File: src/rtl/dsa_pkg.sv
package dsa_pkg;

    typedef enum logic {
        MODE_DUPLEX  = 1'b0,
        MODE_SIMPLEX = 1'b1
    } mode_e;

    typedef struct packed {
        mode_e mode;
        logic  sel;
        logic  alm_sw;
        logic  alm_sb;
        logic  dead;
    } arb_state_t;

endpackage

File: src/rtl/dsa_coin_lfsr.sv
module dsa_coin_lfsr #(
    parameter int                   W    = 8,
    parameter logic [W-1:0]         TAPS = 8'hB8
) (
    input  logic clk,
    output logic coin
);
    logic [W-1:0] s_d, s_q;

    // XNOR feedback: all-zero is a legal state, all-ones is escaped.
    always_comb begin
        if (&s_q) begin
            s_d = '0;
        end else begin
            s_d = {s_q[W-2:0], ~^(s_q & TAPS)};
        end
    end

    always_ff @(posedge clk) begin
        s_q <= s_d;
    end

    assign coin = s_q[W-1];

endmodule

File: src/rtl/dsa_watchdog.sv
module dsa_watchdog #(
    parameter int LIMIT = 16,
    localparam int CW   = $clog2(LIMIT + 1)
) (
    input  logic clk,
    input  logic rst_n,
    input  logic kick,
    input  logic hold,
    output logic expired,
    output logic fire
);
    typedef struct packed {
        logic [CW-1:0] cnt;
        logic          seen;
    } wd_state_t;

    wd_state_t wd_d, wd_q;

    assign expired = (wd_q.cnt == CW'(LIMIT));
    assign fire    = expired && !wd_q.seen;

    always_comb begin
        wd_d      = wd_q;
        wd_d.seen = expired;
        if (hold || kick) begin
            wd_d.cnt = '0;
        end else if (!expired) begin
            wd_d.cnt = wd_q.cnt + 1'b1;
        end
    end

    always_ff @(posedge clk) begin
        if (!rst_n) begin
            wd_q <= '0;
        end else begin
            wd_q <= wd_d;
        end
    end

endmodule

File: src/rtl/dsa_mode_fsm.sv
module dsa_mode_fsm
    import dsa_pkg::*;
(
    input  logic       clk,
    input  logic       rst_n,
    input  logic       coin,
    input  logic [1:0] fire,
    input  logic [1:0] expired,
    input  logic       ack,
    input  logic       repair,
    output arb_state_t st
);
    arb_state_t st_d, st_q;
    logic       own, spare;

    always_comb begin
        st_d  = st_q;
        own   = st_q.sel;
        spare = ~st_q.sel;
        if (ack) begin
            st_d.alm_sw = 1'b0;
            st_d.alm_sb = 1'b0;
        end
        case (st_q.mode)
            MODE_DUPLEX: begin
                if (fire[own]) begin
                    if (expired[spare]) begin
                        st_d.dead = 1'b1;
                    end else begin
                        st_d.sel    = spare;
                        st_d.mode   = MODE_SIMPLEX;
                        st_d.alm_sw = 1'b1;
                    end
                end
                if (fire[spare]) begin
                    st_d.alm_sb = 1'b1;
                end
            end
            default: begin
                if (fire[own]) begin
                    st_d.dead = 1'b1;
                end
                if (repair) begin
                    st_d.mode = MODE_DUPLEX;
                end
            end
        endcase
    end

    always_ff @(posedge clk) begin
        if (!rst_n) begin
            st_q.mode   <= MODE_DUPLEX;
            st_q.sel    <= coin;
            st_q.alm_sw <= 1'b0;
            st_q.alm_sb <= 1'b0;
            st_q.dead   <= 1'b0;
        end else begin
            st_q <= st_d;
        end
    end

    assign st = st_q;

endmodule

File: src/rtl/dsa_arbiter.sv
module dsa_arbiter
    import dsa_pkg::*;
#(
    parameter int           WDT_CYCLES = 16,
    parameter int           LFSR_W     = 8,
    parameter logic [7:0]   LFSR_TAPS  = 8'hB8,
    localparam int          NCOPY      = 2
) (
    input  logic             clk,
    input  logic             rst_n,
    input  logic [NCOPY-1:0] kick,
    input  logic             ack,
    input  logic             repair,
    output logic             sel,
    output logic [NCOPY-1:0] grant,
    output logic [NCOPY-1:0] restart,
    output logic             duplex,
    output logic             alarm_switch,
    output logic             alarm_standby,
    output logic             total_fail
);
    logic             coin;
    logic [NCOPY-1:0] wd_fire;
    logic [NCOPY-1:0] wd_exp;
    logic [NCOPY-1:0] hold;
    arb_state_t       st;

    dsa_coin_lfsr #(
        .W    (LFSR_W),
        .TAPS (LFSR_W'(LFSR_TAPS))
    ) u_coin (
        .clk  (clk),
        .coin (coin)
    );

    for (genvar i = 0; i < NCOPY; i++) begin : g_copy
        assign hold[i]  = (st.mode == MODE_SIMPLEX) && (st.sel != 1'(i));
        assign grant[i] = (st.sel == 1'(i));

        dsa_watchdog #(
            .LIMIT (WDT_CYCLES)
        ) u_wd (
            .clk     (clk),
            .rst_n   (rst_n),
            .kick    (kick[i]),
            .hold    (hold[i]),
            .expired (wd_exp[i]),
            .fire    (wd_fire[i])
        );
    end

    dsa_mode_fsm u_fsm (
        .clk     (clk),
        .rst_n   (rst_n),
        .coin    (coin),
        .fire    (wd_fire),
        .expired (wd_exp),
        .ack     (ack),
        .repair  (repair),
        .st      (st)
    );

    assign sel           = st.sel;
    assign restart       = hold;
    assign duplex        = (st.mode == MODE_DUPLEX);
    assign alarm_switch  = st.alm_sw;
    assign alarm_standby = st.alm_sb;
    assign total_fail    = st.dead;

endmodule

File: config.mk
export PLATFORM = sky130hd
export DESIGN_NAME = dsa_arbiter
export DESIGN_NICKNAME = d
export VERILOG_FILES = /design/src/rtl/dsa_pkg.sv /design/src/rtl/dsa_coin_lfsr.sv /design/src/rtl/dsa_watchdog.sv /design/src/rtl/dsa_mode_fsm.sv /design/src/rtl/dsa_arbiter.sv
export SDC_FILE = /design/constraint.sdc
export NUM_CORES = 1
export LEC_CHECK = 0
export ABC_AREA = 1
export BUFFER_PORTS_ARGS = -buffer_cell sky130_fd_sc_hd__buf_2
export CORE_MARGIN = 1
export CORE_UTILIZATION = 55
export CTS_CLUSTER_DIAMETER = 120
export DETAILED_ROUTE_END_ITERATION = 10
export GPL_ROUTABILITY_DRIVEN = 0
export PLACE_DENSITY_LB_ADDON = 0.2
export SLEW_MARGIN = 30
export SYNTH_ARGS = -nofsm -noshare
export SYNTH_HDL_FRONTEND = slang
export SYNTH_SLANG_ARGS = --single-unit
File: constraint.sdc
create_clock -name clk -period 2.65 [get_ports clk]
set_input_delay 0.3975 -clock clk [delete_from_list [all_inputs] [get_ports clk]]
set_output_delay 0.3975 -clock clk [all_outputs]
set_load 0.1 [all_outputs]
==> metrics <==
final worst slack 0.718 ns; Final Critical Period 1.93 ns; pre-CTS WS 1.07 ns; final total power 0.598 mW; antenna viol nets, final 0; GRT Util Overall 19.2%; total number of vias 878; first-pass GRT wire length about 3000 µm; H-Tree Depth 1; Clock Pin Slew Worst Setup and Hold Paths 0.13 ns; register area approximately 510 µm²; initial antenna violation count 0; post-cts resize count 0; Hold Vio Cnt, Final 0; Worst setup EP type output port; fin crit share 72.9%; DRC 0; hold buffers post-CTS 0; Setup CP Type flop to output port; CTS tree yes; measured slew at the worst slew-check pin just under 0.5 ns; Via-to-Cell Ratio slightly below 5; DRT Pass-1 Iters 4; reg2reg path depth 9; number of CTS-inserted buffers 3; type of the tightest min-delay check input pin to flop; Root Driver clkbuf_4; min-delay src rst_n; R2R Setup Slk about 1.2 ns; Max Cap Viol 0; reg2reg end u_fsm.own; sequential area share after synthesis between 40% and 50%; routed length per instance 10.4 µm; Setup Buffers After CTS 0; hold path depth 3; die width ~48 µm; vias in the first global route 772; syn_nets 149; Max Buffers Root-to-Sink 2; reg-to-reg startpoint g_copy[1].u_wd.wd_q[1]; # clock sinks 25; HPWL after DPL 1470 µm; setup skew after layout 0.00360 ns; Leak 0.531 nW; RSZ-0062 raised after global routing no; peak supply drop 0.392 mV; fill count between 150 and 200; count of state elements after synthesis 25; worst endpoint data arrival time 1.53 ns; Multi-input gate area approximately 510 µm²; grt total ovfl 0; worst-skew pair later-pin latency slightly above 0.3 ns; Buffers on Ports 14; Iter 0 DRT Violations 26; Final TNS setup 0 ns; final hold slack 0.328 ns; Slew Limit Fails 0; core area 0.00196 mm²; Syn-to-layout area delta 8.97%; Cell variety after synth 23; critical path launch point type flop; FP Rows 16; Hold Path End u_fsm.st[1]; fin nets roughly 160; die height 47.6 µm; status completed; Rel. slew slack 67.0%; initial core utilization 58.3%; Ys Warns 0; Antenna Cells 0; layout cells sized above 1 a little under a quarter; CP Data Required Time 2.25 ns; Final Routed Wirelength around 1900 µm; die area 0.00227 mm²; power per cell area 480 mW/mm²; IO Pins 15; Setup violations, final 0; post-synthesis area per instance 8.29 µm²; Post-Syn Area 0.00114 mm²; fmax ~0.52 GHz; Max Fanout on Critical Path 7; pin count of the biggest net entering global routing 16; Gate Count Post-Synth 138
registers in the layout (all words and copies together) (netlist names):
register,count
u_fsm.st,4
g_copy.u_wd.wd_q,12
u_coin.s_q,8
u_fsm.own,1
metrics by stage:
step                utilization (%)  area, µm²  std cells
floorplan                         -       1140        138
global placement               62.1       1220        175
detailed placement             62.1       1220        175
CTS                            63.5       1250        179
global route                   63.5       1250        179
finish                         63.5       1250        179
cell usage after synthesis (all sizes together):
| library cell | instances | area (µm²) |
|---|---|---|
| inv | 25 | 93.8 |
| dfxtp | 24 | 480 |
| nand2 | 23 | 114 |
| nor2 | 20 | 92.6 |
| a21oi | 9 | 48.8 |
| nand3 | 8 | 40.0 |
| nand4 | 6 | 37.5 |
| ha | 5 | 62.6 |
| buf | 4 | 30.0 |
| or2 | 3 | 18.8 |
| xnor2 | 3 | 26.3 |
| xor2 | 3 | 26.3 |
| nor3 | 2 | 32.5 |
| o21ai | 2 | 10.0 |
| edfxtp | 1 | 30.0 |
layer usage:
| metal | global-route usage (%) | up-vias | wire [µm] |
|---|---|---|---|
| met5 | 0 | - | 0 |
| met4 | 10.0 | 0 | 14 |
| met3 | 3.40 | 2 | 72 |
| met2 | 32.9 | 23 | 941 |
| met1 | 22.9 | 398 | 827 |
| li1 | - | 455 | - |
cell usage in the layout (no fill, tap or decap):
cell / n
dfxtp_1: 24
a21oi_2: 1
nor2_2: 1
inv_4: 1
inv_1: 22
inv_2: 3
xnor2_1: 3
or2_1: 1
nor2_1: 17
nand2_4: 2
nor3_4: 2
nand3_1: 8
nand2_2: 5
nor2_4: 2
buf_2: 14
xor2_1: 3
a21oi_1: 8
clkbuf_4: 3
or2_2: 2
ha_1: 5
o21ai_1: 1
nand2_1: 16
edfxtp_1: 1
nand4_1: 6
o21ai_0: 1
cell type report:
| type | instances | area share, % |
|---|---|---|
| clock buffer | 3 | 1.81 |
| clock inverter | 1 | 0.502 |
| inverter | 25 | 7.53 |
| multi-input combinational | 84 | 40.9 |
| sequential | 25 | 41.0 |
| tap | 27 | 2.71 |
| timing repair buffer | 14 | 5.62 |
critical path, stage by stage, from the launching register on:
cell	delay [ns]
edfxtp_1	0.50
nor2_1	0.25
buf_2	0.47
where the power goes:
| group | switching (mW) | internal [mW] |
|---|---|---|
| clock | 0.113 | 0.0586 |
| sequential | 0.00452 | 0.382 |
| combinational | 0.0284 | 0.0121 |
| total | 0.146 | 0.453 |
worst max-delay path by stage:
| stage | slack (ns) | to | cells past startpoint | start |
|---|---|---|---|---|
| after floorplan | 0.71 | restart[0] | 3 | u_fsm.own |
| after global placement | 1.09 | restart[1] | 2 | u_fsm.own |
| after detailed placement | 1.07 | restart[1] | 2 | u_fsm.own |
| after CTS | 0.69 | restart[1] | 2 | u_fsm.own |
| after global routing | 0.60 | restart[1] | 2 | u_fsm.own |
| final | 0.72 | restart[1] | 2 | u_fsm.own |
cell families after synthesis:
logic type	after synthesis	synth area share, %
compound gates	11	5.14
simple gates	62	29.3
flops	25	44.6
fa+ha+maj	5	5.47
xor+xnor	6	4.60
buf+inv	29	10.8
Note: power is estimated with default switching activity, not from simulation.
